**config.mk**
```make
export PLATFORM = sky130hd
export DESIGN_NAME = ipi_hub
export DESIGN_NICKNAME = d
export VERILOG_FILES = /design/src/rtl/ipi_hub_pkg.sv /design/src/rtl/ipi_hub_decode.sv /design/src/rtl/ipi_hub_core.sv /design/src/rtl/ipi_hub_rdmux.sv /design/src/rtl/ipi_hub.sv
export SDC_FILE = /design/constraint.sdc
export NUM_CORES = 1
export LEC_CHECK = 0
export ABC_CLOCK_PERIOD_IN_PS = 1590
export BUFFER_PORTS_ARGS = -buffer_cell sky130_fd_sc_hd__buf_2
export CORE_ASPECT_RATIO = 0.7
export CORE_MARGIN = 2
export CORE_UTILIZATION = 44
export CTS_CLUSTER_SIZE = 20
export DETAILED_ROUTE_END_ITERATION = 6
export PLACE_DENSITY_LB_ADDON = 0.12
export REMOVE_ABC_BUFFERS = 1
export SYNTH_ARGS = -nofsm -noshare
export SYNTH_HDL_FRONTEND = slang
export SYNTH_HIERARCHICAL = 1
export SYNTH_SLANG_ARGS = --single-unit
```
**constraint.sdc**
```tcl
create_clock -name clk -period 1.59 [get_ports clk]
set_clock_uncertainty 0.05 [all_clocks]
set_input_delay 0.318 -clock clk [delete_from_list [all_inputs] [get_ports clk]]
set_output_delay 0.318 -clock clk [all_outputs]
set_load 0.005 [all_outputs]
```
**src/rtl/ipi_hub_pkg.sv**
```systemverilog
package ipi_hub_pkg;

  localparam int NCH = 11;
  localparam int CW  = $clog2(NCH);

  typedef enum logic [2:0] {
    RID_TRIG,
    RID_OBS,
    RID_STAT,
    RID_MASK,
    RID_EN,
    RID_DIS,
    RID_NONE
  } reg_id_e;

  localparam logic [7:0] OFF_TRIG = 8'h00;
  localparam logic [7:0] OFF_OBS  = 8'h04;
  localparam logic [7:0] OFF_STAT = 8'h10;
  localparam logic [7:0] OFF_MASK = 8'h14;
  localparam logic [7:0] OFF_EN   = 8'h18;
  localparam logic [7:0] OFF_DIS  = 8'h1C;

  // Register bit position of channel i: groups of 1, 2, 4 and 4 channels.
  function automatic int chan_bit(input int i);
    if (i == 0)      return 0;
    else if (i < 3)  return 7 + i;
    else if (i < 7)  return 13 + i;
    else             return 17 + i;
  endfunction

  function automatic int chan_of_bit(input int b);
    for (int i = 0; i < NCH; i++) begin
      if (chan_bit(i) == b) return i;
    end
    return -1;
  endfunction

  function automatic logic [31:0] valid_mask();
    logic [31:0] m;
    m = '0;
    for (int i = 0; i < NCH; i++) m[chan_bit(i)] = 1'b1;
    return m;
  endfunction

  // Register word to channel vector; every word bit is visited.
  function automatic logic [NCH-1:0] gather(input logic [31:0] w);
    logic [NCH-1:0] v;
    int idx;
    v = '0;
    for (int b = 0; b < 32; b++) begin
      idx = chan_of_bit(b);
      if (idx >= 0) v[idx[CW-1:0]] = w[b];
    end
    return v;
  endfunction

  function automatic logic [31:0] scatter(input logic [NCH-1:0] v);
    logic [31:0] w;
    w = '0;
    for (int i = 0; i < NCH; i++) w[chan_bit(i)] = v[i];
    return w;
  endfunction

endpackage

```
**src/rtl/ipi_hub_decode.sv**
```systemverilog
module ipi_hub_decode
  import ipi_hub_pkg::*;
#(
  parameter int DATA_W = 32,
  parameter int ADDR_W = 8,
  localparam int BE_W  = DATA_W / 8
) (
  input  logic              req_valid,
  input  logic              req_write,
  input  logic [ADDR_W-1:0] req_addr,
  input  logic [BE_W-1:0]   req_be,
  input  logic [DATA_W-1:0] req_wdata,
  output logic              we_trig,
  output logic              we_stat,
  output logic              we_en,
  output logic              we_dis,
  output logic              re,
  output reg_id_e           rd_id,
  output logic [NCH-1:0]    wr_chan
);

  logic    acc;
  reg_id_e rid;

  always_comb begin
    acc = req_valid & (&req_be);
    if      (req_addr == ADDR_W'(OFF_TRIG)) rid = RID_TRIG;
    else if (req_addr == ADDR_W'(OFF_OBS))  rid = RID_OBS;
    else if (req_addr == ADDR_W'(OFF_STAT)) rid = RID_STAT;
    else if (req_addr == ADDR_W'(OFF_MASK)) rid = RID_MASK;
    else if (req_addr == ADDR_W'(OFF_EN))   rid = RID_EN;
    else if (req_addr == ADDR_W'(OFF_DIS))  rid = RID_DIS;
    else                                    rid = RID_NONE;
  end

  always_comb begin
    we_trig = acc & req_write & (rid == RID_TRIG);
    we_stat = acc & req_write & (rid == RID_STAT);
    we_en   = acc & req_write & (rid == RID_EN);
    we_dis  = acc & req_write & (rid == RID_DIS);
    re      = acc & ~req_write;
    rd_id   = rid;
    wr_chan = gather(32'(req_wdata));
  end

endmodule

```
**src/rtl/ipi_hub_core.sv**
```systemverilog
module ipi_hub_core
  import ipi_hub_pkg::*;
(
  input  logic           clk,
  input  logic           rst_n,
  input  logic           we_trig,
  input  logic           we_stat,
  input  logic           we_en,
  input  logic           we_dis,
  input  logic [NCH-1:0] wr_chan,
  input  logic [NCH-1:0] ch_req_in,
  output logic [NCH-1:0] trig_q,
  output logic [NCH-1:0] stat_q,
  output logic [NCH-1:0] mask_q,
  output logic           irq
);

  logic [NCH-1:0] trig_d;
  logic [NCH-1:0] stat_d;
  logic [NCH-1:0] mask_d;
  logic           stat_en;
  logic           mask_en;

  always_comb begin
    trig_d  = we_trig ? wr_chan : '0;
    stat_en = we_stat | (|ch_req_in);
    mask_en = we_en | we_dis;
  end

  for (genvar g = 0; g < NCH; g++) begin : g_chan
    always_comb begin
      // A request in the clearing cycle wins over the clear.
      stat_d[g] = ch_req_in[g] | (stat_q[g] & ~(we_stat & wr_chan[g]));
      if (we_en & wr_chan[g])       mask_d[g] = 1'b0;
      else if (we_dis & wr_chan[g]) mask_d[g] = 1'b1;
      else                          mask_d[g] = mask_q[g];
    end
  end

  always_ff @(posedge clk or negedge rst_n) begin
    if (!rst_n) begin
      trig_q <= '0;
    end else begin
      trig_q <= trig_d;
    end
  end

  always_ff @(posedge clk or negedge rst_n) begin
    if (!rst_n) begin
      stat_q <= '0;
    end else if (stat_en) begin
      stat_q <= stat_d;
    end
  end

  always_ff @(posedge clk or negedge rst_n) begin
    if (!rst_n) begin
      mask_q <= '1;
    end else if (mask_en) begin
      mask_q <= mask_d;
    end
  end

  always_comb begin
    irq = |(stat_q & ~mask_q);
  end

endmodule

```
**src/rtl/ipi_hub_rdmux.sv**
```systemverilog
module ipi_hub_rdmux
  import ipi_hub_pkg::*;
#(
  parameter int DATA_W = 32
) (
  input  logic              clk,
  input  logic              rst_n,
  input  logic              re,
  input  reg_id_e           rd_id,
  input  logic [NCH-1:0]    stat_q,
  input  logic [NCH-1:0]    mask_q,
  input  logic [NCH-1:0]    obs_in,
  output logic [DATA_W-1:0] rdata_q
);

  logic [31:0]       word;
  logic [DATA_W-1:0] rdata_d;

  always_comb begin
    unique case (rd_id)
      RID_OBS:  word = scatter(obs_in);
      RID_STAT: word = scatter(stat_q);
      RID_MASK: word = scatter(mask_q);
      default:  word = '0;
    endcase
    rdata_d = re ? DATA_W'(word) : '0;
  end

  always_ff @(posedge clk or negedge rst_n) begin
    if (!rst_n) begin
      rdata_q <= '0;
    end else begin
      rdata_q <= rdata_d;
    end
  end

endmodule

```
**src/rtl/ipi_hub.sv**
```systemverilog
module ipi_hub
  import ipi_hub_pkg::*;
#(
  parameter int DATA_W = 32,
  parameter int ADDR_W = 8,
  localparam int BE_W  = DATA_W / 8
) (
  input  logic              clk,
  input  logic              rst_n,
  input  logic              req_valid,
  input  logic              req_write,
  input  logic [ADDR_W-1:0] req_addr,
  input  logic [BE_W-1:0]   req_be,
  input  logic [DATA_W-1:0] req_wdata,
  output logic [DATA_W-1:0] rsp_rdata,
  input  logic [10:0]       ch_req_in,
  input  logic [10:0]       obs_in,
  output logic [10:0]       trig_out,
  output logic [10:0]       obs_out,
  output logic              irq
);

  logic           we_trig;
  logic           we_stat;
  logic           we_en;
  logic           we_dis;
  logic           re;
  reg_id_e        rd_id;
  logic [NCH-1:0] wr_chan;
  logic [NCH-1:0] trig_q;
  logic [NCH-1:0] stat_q;
  logic [NCH-1:0] mask_q;

  ipi_hub_decode #(
    .DATA_W (DATA_W),
    .ADDR_W (ADDR_W)
  ) u_decode (
    .req_valid (req_valid),
    .req_write (req_write),
    .req_addr  (req_addr),
    .req_be    (req_be),
    .req_wdata (req_wdata),
    .we_trig   (we_trig),
    .we_stat   (we_stat),
    .we_en     (we_en),
    .we_dis    (we_dis),
    .re        (re),
    .rd_id     (rd_id),
    .wr_chan   (wr_chan)
  );

  ipi_hub_core u_core (
    .clk       (clk),
    .rst_n     (rst_n),
    .we_trig   (we_trig),
    .we_stat   (we_stat),
    .we_en     (we_en),
    .we_dis    (we_dis),
    .wr_chan   (wr_chan),
    .ch_req_in (ch_req_in),
    .trig_q    (trig_q),
    .stat_q    (stat_q),
    .mask_q    (mask_q),
    .irq       (irq)
  );

  ipi_hub_rdmux #(
    .DATA_W (DATA_W)
  ) u_rdmux (
    .clk     (clk),
    .rst_n   (rst_n),
    .re      (re),
    .rd_id   (rd_id),
    .stat_q  (stat_q),
    .mask_q  (mask_q),
    .obs_in  (obs_in),
    .rdata_q (rsp_rdata)
  );

  always_comb begin
    trig_out = trig_q;
    obs_out  = stat_q;
  end

endmodule

```
==> results.py, run 1 <==
metrics = {
    "status": {
        "status": "finished, violations left",
        "violations": "negative setup slack",
    },
    "run": {
        "drv_cap": 0,
    },
    "setup_path": {
        "crit_chain": "nor2b_2 > a2111oi_2 > buf_4 > nand3_2 > buf_2",
        "r2r_cells": 3,
        "slowest_stage": "dfstp_2",
        "crit_required_ps": 1220,
        "end_kind": "output port",
        "setup.worst_path.class": "reg -> out",
        "cp.arrival_ps": 1610,
        "slowest_delay_ps": 540,
        "critPathMaxFanout": 2,
        "cp-start-kind": "flop",
    },
    "route": {
        "routed_wl_mm": 5.78,
        "wl_per_cell_um": 14.8,
        "first_pass_iters": 5,
        "antenna_left": 0,
        "vias_per_cell": 4.82,
        "drtIter0Drc": 56,
        "vias": 1883,
        "route.detailed.drc": 0,
    },
    "pwr": {
        "power_density_nw_per_um2": 657,
        "peakVddDrop_v": 0.000726,
        "p_leak_nw": 1.57,
    },
    "cells_and_area": {
        "seq_area_um2": 1110,
        "num-fill-cells": 389,
        "final_util": 0.675,
        "syn_to_final_growth_pct": 46.8,
        "final_cell_mix": "81 x buf_2, 33 x dfrtp_1, 28 x buf_4",
        "final_common_cell": "buf_2",
        "multi_input_area_um2": 1100,
        "nets": 391,
        "antenna_cells": 0,
        "drive_gt1_frac": 0.634,
    },
    "cts": {
        "cts-root-buf": "clkbuf_8",
        "cts_buffer_depth": 2,
        "cts_tree": "built",
        "htreeDepth": 2,
        "clk_pin_slew_ps": 80,
        "insertion_delay_ps": 290,
        "clock_sinks": 44,
        "cts_made_buffers": 5,
    },
    "floorplan": {
        "die_y_um": 63.3,
        "rows": 21,
        "fp.coreArea_um2": 4810,
        "die_w_um": 88.7,
        "die_area_um2": 5620,
        "ioPinCount": 125,
        "start_util": 0.460,
    },
    "global_route": {
        "grt_max_degree": 45,
        "grt_pass1_wl_mm": 9.20,
        "grt_usage": 0.212,
        "grt_pass1_vias": 1907,
        "grt_overflow_total": 0,
        "grt_antenna_before_repair": 0,
    },
    "sta": {
        "max_freq_ghz": 0.507,
        "drv_slew": 0,
        "final-setup-viol-count": 45,
        "worst_slack_ps": -384,
        "hold_viol": 0,
        "timing.final.crit_period_ps": 1970,
        "hold_ws_ps": 152,
        "rsz0062_at_grt": "true",
        "fin_crit_sh": 1.24,
    },
    "synthesis": {
        "avgSynthCellArea_um2": 10.5,
        "synth_area_leaders": "dfrtp_1 37%, dfstp_2 13%, buf_4 11%, a21oi_1 7.5%, mux2i_1 5.0%",
        "ys_seq_elements": 44,
        "synth_top_cell_area_share": 0.373,
        "synth-edff-count": 0,
        "syn_inst": 211,
        "synth.yosys.warnings": 6,
        "async_flop_share": 1.00,
        "netlist_area_um2": 2210,
        "yosysUniqueCellTypes": 34,
        "synth_ff_type": "dfrtp_1",
        "synth_top_area_cell": "dfrtp_1",
        "ys_seq_area_frac": 0.504,
    },
    "hold_path": {
        "hp-class": "in -> reg",
        "worstHoldPathCells": 2,
    },
    "placed_design": {
        "pre_cts_slack_ps": -652,
        "port_buffers": 82,
        "gp_congestion": 0.756,
        "hpwl_mm": 3.82,
    },
}
critical path, delay by kind of cell, from the launching register on:
| family | cells | cell delay (ps) |
|---|---|---|
| flops | 1 | 540 |
| compound gates | 1 | 330 |
| buf+inv | 2 | 320 |
| simple gates | 2 | 130 |
report_power, final:
| group | switching [mW] | internal (mW) | leakage, nW |
|---|---|---|---|
| registers | 0.000516 | 1.12 | 0.517 |
| logic | 0.103 | 0.0719 | 0.999 |
| clock network | 0.369 | 0.466 | 0.0552 |
metrics by stage:
| stage | area [µm²] | instances | setup TNS (ps) | total power, mW |
|---|---|---|---|---|
| after global placement | 2770 | 377 | -24240 | 1.29 |
| after floorplan | 1980 | 189 | -28650 | 1.17 |
| after global routing | 3250 | 391 | -10100 | 2.23 |
| after detailed placement | 2770 | 377 | -25210 | 1.29 |
| after CTS | 3120 | 388 | -10430 | 2.14 |
| final | 3250 | 391 | -8720 | 2.13 |
Yosys cell counts (2+ instances only):
cell / n
nor2_1: 4
or4_4: 2
a21o_1: 10
nand2b_1: 2
clkbuf_1: 3
dfstp_2: 11
buf_2: 5
nand3_1: 3
nor2b_1: 5
a2111oi_1: 2
inv_1: 5
mux2i_1: 11
a21oi_1: 33
and2_1: 11
dfrtp_1: 33
nand2_1: 13
buf_4: 32
a211oi_1: 10
logic make-up after synthesis:
kind of cell    count (synthesis)  share of synthesized area
compound gates                 59                      0.169
buf+inv                        48                      0.149
flops                          44                      0.504
mux                            11                     0.0498
other cells                     1                    0.00170
simple gates                   48                      0.126
cell type report:
type / instances / share of cell area
clock buffer: 6 / 0.0224
timing repair buffer: 125 / 0.250
inverter: 6 / 0.00694
tap: 69 / 0.0266
clock inverter: 2 / 0.0108
sequential: 44 / 0.343
multi-input combinational: 139 / 0.340
final timing paths:
path                             startpoint                  end  slack (ps)
min reg2reg                u_core/mask_q[3]     u_core/mask_q[3]         480
min                            ch_req_in[0]     u_core/stat_q[0]         150
max in group asynchronous             rst_n     u_core/mask_q[2]         730
max                        u_core/mask_q[0]                  irq        -380
max reg2reg                u_core/mask_q[8]  u_rdmux/rdata_q[25]         490
min in group asynchronous             rst_n     u_core/trig_q[3]         470
flip-flops by register name, indices dropped and copies added (netlist names):
name / count
u_core/mask_q: 11
u_core/stat_q: 11
u_core/trig_q: 11
u_rdmux/rdata_q: 11
what timing repair did:
item / in CTS / in global routing
buffers inserted: 2 / 2
cloned: 0 / 1
hold endpoints to repair: 33 / 0
hold buffers: 1 / 0
pin swaps: 36 / 10
resized for setup: 56 / 26
setup endpoints to repair: 45 / 45
metal layers:
layer,global-route usage,wire [µm],vias to the layer above
met5,0,0,-
met4,0.0379,48,0
met3,0.0446,388,6
met2,0.335,2710,74
met1,0.303,2630,906
li1,-,-,897
Power figures use the tool's default switching activity.
==> inputs of run 2 (changes only) <==
Settings changed: ABC_CLOCK_PERIOD_IN_PS 1590 to 2100.
Clock period 1.59 ns to 2.1 ns, I/O delays scaled along.
==> results.py, run 2 (synthesized netlist as in run 1, its figures left out) <==
metrics = {
    "cts": {
        "cts-root-buf": "clkbuf_8",
        "cts_made_buffers": 5,
        "cts_buffer_depth": 2,
        "htreeDepth": 2,
        "holdBufCountCts": 0,
        "clk_pin_slew_ps": 80,
        "insertion_delay_ps": 290,
        "clock_sinks": 44,
        "post_cts_buffers": 0,
        "cts_tree": "built",
    },
    "setup_path": {
        "critPathTopFamily": "simple AND/OR/NAND/NOR gates",
        "slowest_stage": "or4_4",
        "cp-start-kind": "input port",
        "cp.arrival_ps": 2190,
        "crit_required_ps": 2240,
        "crit_buf_inv": 2,
        "critPathMaxFanout": 7,
        "setup.worst_path.class": "in -> reg",
        "cp_common_cell": "or4_4",
        "end_kind": "flop",
        "crit_chain": "buf_2 > or4_4 > or4_4 > nor2_1 > buf_4 > nand2_1 > a21o_2",
        "slowest_delay_ps": 530,
    },
    "sta": {
        "hold_ws_ps": 25.0,
        "drv_slew": 0,
        "fin_tns_setup_ps": 0,
        "timing.final.crit_period_ps": 2040,
        "hold_viol": 0,
        "fin_crit_sh": 0.972,
        "max_freq_ghz": 0.490,
        "final-setup-viol-count": 0,
    },
    "global_route": {
        "grt_max_degree": 26,
        "grtUsageMet2": 0.281,
        "grt_pass1_wl_mm": 8.00,
        "grt_antenna_before_repair": 0,
        "grt_usage": 0.185,
        "grtUsageMet1": 0.273,
        "grt_overflow_total": 0,
        "top_usage_layer": "met2",
        "grt_pass1_vias": 1648,
        "use_met3": 0.0393,
    },
    "cells_and_area": {
        "num-fill-cells": 460,
        "final_cell_mix": "82 x buf_2, 33 x a21oi_1, 33 x dfrtp_1",
        "syn_to_final_growth_pct": 25.0,
        "drive_gt1_frac": 0.432,
        "antenna_cells": 0,
        "nets": 365,
        "final_common_cell": "buf_2",
        "final_util": 0.575,
    },
    "route": {
        "route.detailed.drc": 0,
        "vias_per_cell": 4.67,
        "antenna_left": 0,
        "wl_per_cell_um": 13.5,
        "vias": 1704,
        "routed_wl_mm": 4.92,
        "drtIter0Drc": 61,
        "first_pass_iters": 4,
    },
    "placed_design": {
        "gp_congestion": 0.711,
        "hpwl_mm": 3.78,
        "port_buffers": 82,
    },
    "pwr": {
        "peakVddDrop_v": 0.000484,
        "power_density_nw_per_um2": 571,
        "p_leak_nw": 1.39,
        "total_power_mw": 1.58,
    },
    "floorplan": {
        "rows": 21,
        "die_w_um": 88.7,
        "die_area_um2": 5620,
        "start_util": 0.460,
        "fp.coreArea_um2": 4810,
        "die_y_um": 63.3,
        "ioPinCount": 125,
    },
    "hold_path": {
        "hp-class": "in -> async",
    },
    "run": {
        "drv_cap": 0,
    },
    "status": {
        "status": "completed",
    },
}
[run 2: cell types whose count changed in the layout (fill, tap and decap cells not counted), moves of 3 or more]
cell      previous run  this run
a21oi_1             13        33
a21oi_2             17         0
buf_4               28        16
buf_6               12         0
nand2_1              2        13
nand2_2             11         0
a211oi_1             0        10
a211oi_2            11         1
a21oi_4              3         0
nor2_1               1         4
[run 2: routing by layer]
layer | wire [µm] | share of wire
met1 | 2380 | 0.48
met2 | 2220 | 0.45
met3 | 286 | 0.058
met4 | 25 | 0.0051
met5 | 0 | 0
[run 2: power by group]
group,switching [mW],internal [mW],total (mW),leakage [nW]
clock network,0.274,0.353,0.627,0.0552
registers,0.000442,0.849,0.849,0.517
logic,0.0588,0.0447,0.104,0.813
total,0.333,1.25,1.58,1.39
[run 2: layout make-up]
cell class                      instances  area [µm²]  share of cell area
Clock inverter                          2        35.0              0.0127
Sequential cell                        44        1110               0.403
Tap cell                               69        86.3              0.0312
Clock buffer                            6        72.6              0.0262
Timing Repair Buffer                   99         551               0.199
Inverter                                6        22.5             0.00814
Multi-Input combinational cell        139         883               0.319
[run 2: timing repair]
item,4_1_cts,5_1_grt
setup endpoints to repair,1,1
pin swaps,0,0
cloned,0,0
gates resized for setup,1,3
[run 2: path summary, 6_finish.rpt]
kind,start,to,slack [ps],depth (start not counted)
worst max-delay path,req_addr[1],u_core/stat_q[10],60,7
worst min-delay path,rst_n,u_core/trig_q[3],20,1
worst max register to register,u_core/mask_q[8],u_rdmux/rdata_q[25],1080,2
worst min register to register,u_core/stat_q[2],u_core/stat_q[2],480,1
max in group asynchronous,rst_n,u_core/mask_q[2],1400,2
min in group clk,ch_req_in[10],u_core/stat_q[10],250,2
[run 2: metrics by stage]
| step | cell area [µm²] | setup slack (ps) | cells |
|---|---|---|---|
| global route | 2770 | -1.19 | 365 |
| floorplan | 1980 | -650 | 189 |
| CTS | 2740 | 0.373 | 365 |
| detailed placement | 2620 | -263 | 357 |
| global placement | 2620 | -229 | 357 |
| finish | 2770 | 57.8 | 365 |
